[src/rtl/pdx_pkg.sv]
package pdx_pkg;
    localparam int unsigned REG_W     = 64;
    localparam int unsigned BUS_W     = 32;
    localparam int unsigned REG_SHIFT = 6;
    localparam int unsigned IDX_SHIFT = 10;
    localparam int unsigned PG_SHIFT  = 12;

    localparam logic [REG_W-1:0] FIELD_MASK = 64'h0000_0000_7FF0_0000;
    localparam logic [REG_W-1:0] DIRECT_OFS = 64'h0000_0000_000F_FFFF;
    localparam logic [REG_W-1:0] PTE_LOW    = 64'h0000_0000_0000_03FF;
    localparam logic [REG_W-1:0] SG_IDX     = 64'h0000_0000_0000_7F << 13;
    localparam logic [REG_W-1:0] PAGE_OFS   = 64'h0000_0000_0000_1FFF;

    localparam logic [1:0] SIZE_DWORD = 2'd3;

    typedef struct packed {
        logic [REG_W-1:0] base;
        logic [REG_W-1:0] mask;
        logic [REG_W-1:0] tbase;
    } win_cfg_t;

    typedef enum logic [1:0] {
        XS_IDLE,
        XS_REQ,
        XS_WAIT
    } xl_state_t;

    // combine a fetched page-table entry with the in-page bus offset
    function automatic logic [REG_W-1:0] sg_combine(input logic [REG_W-1:0] entry,
                                                     input logic [BUS_W-1:0] bus);
        logic [REG_W-1:0] frame;
        frame = (entry & ~64'h1) << PG_SHIFT;
        return frame | ({32'h0, bus} & PAGE_OFS);
    endfunction
endpackage

[src/rtl/pdx_regs.sv]
module pdx_regs
    import pdx_pkg::*;
#(
    parameter int unsigned NWIN       = 4,
    parameter int unsigned ADDR_W     = 32,
    parameter logic [ADDR_W-1:0] BLOCK_BASE = '0
) (
    input  logic                   clk,
    input  logic                   rst_n,
    input  logic                   reg_valid,
    input  logic                   reg_write,
    input  logic [1:0]             reg_size,
    input  logic [ADDR_W-1:0]      reg_addr,
    input  logic [REG_W-1:0]       reg_wdata,
    output logic                   rsp_valid,
    output logic                   rsp_err,
    output logic [REG_W-1:0]       rsp_rdata,
    output win_cfg_t [NWIN-1:0]    win_o
);
    localparam int unsigned WIN_IW   = (NWIN > 1) ? $clog2(NWIN) : 1;
    localparam logic [ADDR_W-1:0] IDX_CTRL  = ADDR_W'(NWIN * 4);
    localparam logic [ADDR_W-1:0] IDX_INVAL = ADDR_W'(NWIN * 4 + 1);

    typedef struct packed {
        win_cfg_t [NWIN-1:0] win;
        logic                rsp_valid;
        logic                rsp_err;
        logic [REG_W-1:0]    rdata;
    } rf_t;

    rf_t st_d, st_q;

    logic [ADDR_W-1:0] diff, idx;
    logic [1:0]        kind;
    logic [WIN_IW-1:0] wsel;
    logic              below, in_win, is_ctrl, is_inval, legal;

    always_comb begin
        diff     = reg_addr - BLOCK_BASE;
        below    = reg_addr < BLOCK_BASE;
        idx      = diff >> REG_SHIFT;
        kind     = idx[1:0];
        wsel     = idx[2 +: WIN_IW];
        in_win   = (idx < IDX_CTRL) && (kind != 2'd3);
        is_ctrl  = idx == IDX_CTRL;
        is_inval = idx == IDX_INVAL;
        legal    = !below && (reg_size == SIZE_DWORD) && (in_win || is_ctrl || is_inval);

        st_d           = st_q;
        st_d.rsp_valid = reg_valid;
        st_d.rsp_err   = 1'b0;
        st_d.rdata     = '0;
        if (reg_valid) begin
            if (!legal) begin
                st_d.rsp_err = 1'b1;
            end else if (in_win) begin
                if (reg_write) begin
                    case (kind)
                        2'd0:    st_d.win[wsel].base  = reg_wdata;
                        2'd1:    st_d.win[wsel].mask  = reg_wdata;
                        default: st_d.win[wsel].tbase = reg_wdata;
                    endcase
                end else begin
                    case (kind)
                        2'd0:    st_d.rdata = st_q.win[wsel].base;
                        2'd1:    st_d.rdata = st_q.win[wsel].mask;
                        default: st_d.rdata = st_q.win[wsel].tbase;
                    endcase
                end
            end
            // control and invalidate-all: accepted, read zero, no effect
        end
    end

    always_ff @(posedge clk) begin
        if (!rst_n) st_q <= '0;
        else        st_q <= st_d;
    end

    assign rsp_valid = st_q.rsp_valid;
    assign rsp_err   = st_q.rsp_err;
    assign rsp_rdata = st_q.rdata;
    assign win_o     = st_q.win;
endmodule

[src/rtl/pdx_win_sel.sv]
module pdx_win_sel
    import pdx_pkg::*;
#(
    parameter int unsigned NWIN = 4
) (
    input  win_cfg_t [NWIN-1:0] win,
    input  logic [BUS_W-1:0]    bus_addr,
    output logic                hit,
    output win_cfg_t            sel
);
    logic [NWIN-1:0] claim;

    for (genvar i = 0; i < NWIN; i++) begin : g_match
        logic [REG_W-1:0] cmp;
        assign cmp      = ~win[i].mask & FIELD_MASK;
        assign claim[i] = win[i].base[0] &&
                          ((({32'h0, bus_addr}) & cmp) == (win[i].base & cmp));
    end

    always_comb begin
        hit = |claim;
        sel = '0;
        for (int i = NWIN - 1; i >= 0; i--) begin
            if (claim[i]) sel = win[i];
        end
    end
endmodule

[src/rtl/pdx_addr_calc.sv]
module pdx_addr_calc
    import pdx_pkg::*;
#(
    parameter int unsigned DMA_W = 34
) (
    input  win_cfg_t           sel,
    input  logic [BUS_W-1:0]   bus_addr,
    output logic [DMA_W-1:0]   direct_addr,
    output logic [DMA_W-1:0]   pte_addr
);
    logic [REG_W-1:0] bus64, field, keep, full_direct, full_pte;

    always_comb begin
        bus64       = {32'h0, bus_addr};
        field       = sel.mask & FIELD_MASK;
        keep        = field | DIRECT_OFS;
        full_direct = (sel.tbase & ~keep) | (bus64 & keep);
        full_pte    = (sel.tbase & ~((field >> IDX_SHIFT) | PTE_LOW))
                    | ((bus64 & (field | SG_IDX)) >> IDX_SHIFT);
        direct_addr = full_direct[DMA_W-1:0];
        pte_addr    = full_pte[DMA_W-1:0];
    end
endmodule

[src/rtl/pci_dma_xlate.sv]
module pci_dma_xlate
    import pdx_pkg::*;
#(
    parameter int unsigned NWIN   = 4,
    parameter int unsigned ADDR_W = 32,
    parameter int unsigned DMA_W  = 34,
    parameter logic [ADDR_W-1:0] BLOCK_BASE = 32'h1000_0000
) (
    input  logic              clk,
    input  logic              rst_n,
    input  logic              reg_valid,
    input  logic              reg_write,
    input  logic [1:0]        reg_size,
    input  logic [ADDR_W-1:0] reg_addr,
    input  logic [63:0]       reg_wdata,
    output logic              reg_rsp_valid,
    output logic              reg_rsp_err,
    output logic [63:0]       reg_rsp_rdata,
    input  logic              xl_valid,
    output logic              xl_ready,
    input  logic [31:0]       xl_addr,
    output logic              res_valid,
    output logic              res_miss,
    output logic [DMA_W-1:0]  res_addr,
    output logic              mem_req_valid,
    input  logic              mem_req_ready,
    output logic [DMA_W-1:0]  mem_req_addr,
    input  logic              mem_rsp_valid,
    input  logic [63:0]       mem_rsp_data
);
    typedef struct packed {
        xl_state_t        state;
        logic [BUS_W-1:0] bus;
        logic [DMA_W-1:0] pte;
        logic             rvalid;
        logic             rmiss;
        logic [DMA_W-1:0] raddr;
    } xl_t;

    xl_t xs_d, xs_q;

    win_cfg_t [NWIN-1:0] win;
    win_cfg_t            sel;
    logic                hit;
    logic [DMA_W-1:0]    direct_addr, pte_addr;
    logic [REG_W-1:0]    sg_full;

    pdx_regs #(.NWIN(NWIN), .ADDR_W(ADDR_W), .BLOCK_BASE(BLOCK_BASE)) u_regs (
        .clk       (clk),
        .rst_n     (rst_n),
        .reg_valid (reg_valid),
        .reg_write (reg_write),
        .reg_size  (reg_size),
        .reg_addr  (reg_addr),
        .reg_wdata (reg_wdata),
        .rsp_valid (reg_rsp_valid),
        .rsp_err   (reg_rsp_err),
        .rsp_rdata (reg_rsp_rdata),
        .win_o     (win)
    );

    pdx_win_sel #(.NWIN(NWIN)) u_sel (
        .win      (win),
        .bus_addr (xl_addr),
        .hit      (hit),
        .sel      (sel)
    );

    pdx_addr_calc #(.DMA_W(DMA_W)) u_calc (
        .sel         (sel),
        .bus_addr    (xl_addr),
        .direct_addr (direct_addr),
        .pte_addr    (pte_addr)
    );

    always_comb begin
        sg_full     = sg_combine(mem_rsp_data, xs_q.bus);
        xs_d        = xs_q;
        xs_d.rvalid = 1'b0;
        xs_d.rmiss  = 1'b0;
        xs_d.raddr  = '0;
        case (xs_q.state)
            XS_IDLE: begin
                if (xl_valid) begin
                    if (!hit) begin
                        xs_d.rvalid = 1'b1;
                        xs_d.rmiss  = 1'b1;
                    end else if (!sel.base[1]) begin
                        xs_d.rvalid = 1'b1;
                        xs_d.raddr  = direct_addr;
                    end else begin
                        xs_d.state = XS_REQ;
                        xs_d.bus   = xl_addr;
                        xs_d.pte   = pte_addr;
                    end
                end
            end
            XS_REQ: begin
                if (mem_req_ready) xs_d.state = XS_WAIT;
            end
            XS_WAIT: begin
                if (mem_rsp_valid) begin
                    xs_d.rvalid = 1'b1;
                    xs_d.raddr  = sg_full[DMA_W-1:0];
                    xs_d.state  = XS_IDLE;
                end
            end
            default: xs_d.state = XS_IDLE;
        endcase
    end

    always_ff @(posedge clk) begin
        if (!rst_n) xs_q <= '{state: XS_IDLE, default: '0};
        else        xs_q <= xs_d;
    end

    assign xl_ready      = xs_q.state == XS_IDLE;
    assign mem_req_valid = xs_q.state == XS_REQ;
    assign mem_req_addr  = xs_q.pte;
    assign res_valid     = xs_q.rvalid;
    assign res_miss      = xs_q.rmiss;
    assign res_addr      = xs_q.raddr;
endmodule

[config.mk]
export PLATFORM = sky130hd
export DESIGN_NAME = pci_dma_xlate
export DESIGN_NICKNAME = d
export VERILOG_FILES = /design/src/rtl/pdx_pkg.sv /design/src/rtl/pdx_regs.sv /design/src/rtl/pdx_win_sel.sv /design/src/rtl/pdx_addr_calc.sv /design/src/rtl/pci_dma_xlate.sv
export SDC_FILE = /design/constraint.sdc
export NUM_CORES = 2
export LEC_CHECK = 0
export BUFFER_PORTS_ARGS = -buffer_cell sky130_fd_sc_hd__buf_2
export CAP_MARGIN = 40
export CORE_MARGIN = 8
export CORE_UTILIZATION = 40
export CTS_BUF_LIST = sky130_fd_sc_hd__clkbuf_8
export CTS_CLUSTER_DIAMETER = 60
export CTS_CLUSTER_SIZE = 14
export DETAILED_ROUTE_END_ITERATION = 10
export SLEW_MARGIN = 20
export SYNTH_ARGS = -nofsm -noshare
export SYNTH_HDL_FRONTEND = slang
export SYNTH_SLANG_ARGS = --single-unit
[constraint.sdc]
create_clock -name clk -period 2.2 [get_ports clk]
set_input_delay 0.11 -clock clk [delete_from_list [all_inputs] [get_ports clk]]
set_output_delay 0.11 -clock clk [all_outputs]
set_load 0.1 [all_outputs]
==> results.md <==
* Outcome: complete, but fails checks
* Violations in the final reports: negative setup slack
* IO Port Bufs at 285
* Unrepaired setup endpoints after global routing: yes
* WHS Endpoint: u_regs.rsp_rdata[34]
* Antenna viol nets, final at 0
* Tcrit/Tclk final at 114%
* Post-synthesis sequential area ratio at 44.6%
* Layout cells sized above 1 at 22.7%
* Lkg Pwr at 0.0174 uW
* DR WL/cell at 21.9 um
* Sequential power share at 55.1%
* Slew Limit Headroom at 34.2%
* Worst Path Max Fanout at 6
* Cells after DPL at 6075
* Num CTS Buffers at 94
* Commonest non-fill, non-tap cell in the layout: nand2_1
* NetSw at 7720 uW
* Vias in the first global route at 34100
* Clock skew at 0.0236 ns
* First-pass GRT wire length at 213000 um
* Peak VDD IR at 0.437 mV
* Tot GR Track Use at 23.9%
* Die span in y at 337 um
* Initial core utilization at 40.4%
* Post-Route Utilization at 49.2%
* Worst-Skew Late Latency at 0.76 ns
* Clock buffer depth at 3
* P per Cell Area at 600 nW/um^2
* Arr. time, crit path at 3.16 ns
* CP Capture Type: flip-flop
* Pre-antenna DRT Iters at 5
* Yosys reg bits at 916
* Most frequent cells in the layout: nand2_1, dfxtp_1, a21boi_0
* Netlist Area Pre-Place at 41100 um^2
* Gate power share at 6.2%
* Count of final setup violators at 80
* Post-route insts no fill at 6402
* TritonCTS clock tree: yes
* Syn avg cell area at 8.97 um^2
* Ys flop type: dfxtp_1
* Synth-to-Final Area Change at 21.9%
* Max-cap violations at 0
* Hold Startpoint: reg_addr[28]
* Final hold vios at 0
* Via count at 34500
* # rows at 117
* 1st-iter DRT viols at 3054
* Yosys warnings at 0
* R2r endpoint: res_addr[23]
* Clock group share of total power at 38.7%
* Worst Path Required at 2.85 ns
* CTS root buffer: clkbuf_8
* Routed wire length at 140000 um
* EDFF count, synth at 0
* FMAX at 398 MHz
* Sw Share at 25.7%
* DP Area at 45700 um^2
* Grt ovf at 0
* # IOs at 339
* Antenna violations before repair at 12
* DPL Wire Length at 88400 um
* Hold Worst Slack at 0.0888 ns
* Post-synthesis async set-or-reset flop share at 0%
* Die ar. at 113000 um^2
* Fin crit period at 2.51 ns
* Hold Crit Depth at 6
* Pin count of the biggest net entering global routing at 222
* Reg2reg setup slack at -0.31 ns
* # H-tree levels at 3
* DRC at 0
* Avg Vias per Cell at 5.39
* Final Instance Area at 50100 um^2
* Critical setup path kind: flip-flop to flip-flop
* Final WS setup at -0.311 ns
* Die X at 337 um
* Core footprint at 102000 um^2
* Type of origin of the critical path: flip-flop
* Setup TNS at -12.45 ns
* Clock slew at reported path FFs at 0.09 ns
* Internal at 22400 uW
* Cell variety after synth at 66
* Final Wtd Congestion at 0.914
* Pins Over Slew Limit at 0
* Syn Inst Count at 4585
* Hold Crit Class: primary input to flip-flop
* Worst R2R Path Depth at 10
* Final #Nets at 5165
* Worst-Margin Slew at 0.987 ns
* Clock Sinks at 916
power groups by stage:
stage	Clock [uW]	Sequential, uW	Combinational [uW]
CTS	11900	16600	1830
global route	12500	16600	1970
detailed placement	0	17000	1610
global placement	0	17000	1620
finish	11600	16600	1880
floorplan	0	17000	975
cell type report:
type / instances / area (um^2)
clock buffers: 110 / 1510
fillers: 9530 / 51800
diodes: 8 / 20.0
flip-flops and latches: 916 / 18400
repair buffers: 768 / 6700
well taps: 1368 / 1710
clock inverters: 48 / 424
inverters: 3 / 11.3
multi-input cells: 3181 / 21400
layer usage:
| metal | global-route usage (%) | wire length [um] | up-vias |
|---|---|---|---|
| li1 | - | - | 16100 |
| met3 | 4.09 | 9690 | 241 |
| met4 | 6.34 | 3720 | 4 |
| met1 | 32.5 | 61700 | 16900 |
| met5 | 0 | 26 | - |
| met2 | 39.2 | 64900 | 1210 |
cells by family after synthesis:
kind of cell / share of synthesized area, %
AOI/OAI and AO/OA: 18.1
DFF: 44.6
buffers and inverters: 5.78
and+or+nand+nor: 17.4
muxes: 13.2
xor gates and xnor gates: 0.974
other: 0.00912
cell usage after synthesis, drive strengths merged, types with 5 or more instances:
cell type | instances | area [um^2]
a211oi | 12 | 155
a21boi | 768 | 5770
a21oi | 67 | 335
a221o | 14 | 146
a221oi | 21 | 190
a22o | 21 | 184
a31oi | 11 | 68.8
buf | 128 | 886
clkbuf | 359 | 1450
dfxtp | 916 | 18300
mux2i | 109 | 1090
mux4 | 192 | 4320
nand2 | 1573 | 5900
nand3 | 6 | 30.0
nor2 | 172 | 646
nor2b | 37 | 231
nor3 | 5 | 40.0
nor4 | 6 | 58.8
o21ai | 29 | 149
o221a | 12 | 135
o22ai | 30 | 188
or3 | 10 | 62.6
xnor2 | 44 | 400
worst max-delay path, stage by stage, from the launching register on:
cell and delay [ns]:
dfxtp_2 0.34, xnor2_2 0.17, o22ai_2 0.10, or4_4 0.53, a211oi_4 0.28, buf_12 0.18
buf_8 0.11, a221oi_4 0.06, a211oi_4 0.31, mux2i_1 0.26, o21ai_1 0.07
stage by stage:
| step | setup slack, ns | total power, uW |
|---|---|---|
| final | -0.311 | 30100 |
| after global routing | -0.397 | 31100 |
| after CTS | -0.281 | 30300 |
| after detailed placement | -0.397 | 18600 |
| after global placement | -0.342 | 18600 |
| after floorplan | -0.0367 | 18000 |
repair_timing:
action | in CTS | in global routing
hold buffers | 133 | 0
buffers inserted | 22 | 15
gates cloned | 4 | 1
pin swaps | 31 | 49
hold endpoints to repair | 850 | 0
endpoints found under the setup margin | 80 | 81
resized for setup | 80 | 79
worst max path at each step:
stage / end / slack, ns
after floorplan: res_addr[28] / -0.04
after global placement: mem_req_addr[18] / -0.34
after detailed placement: res_addr[29] / -0.40
after CTS: res_addr[29] / -0.28
after global routing: res_addr[29] / -0.40
final: res_addr[23] / -0.31
(Power assumes the default switching activity.)
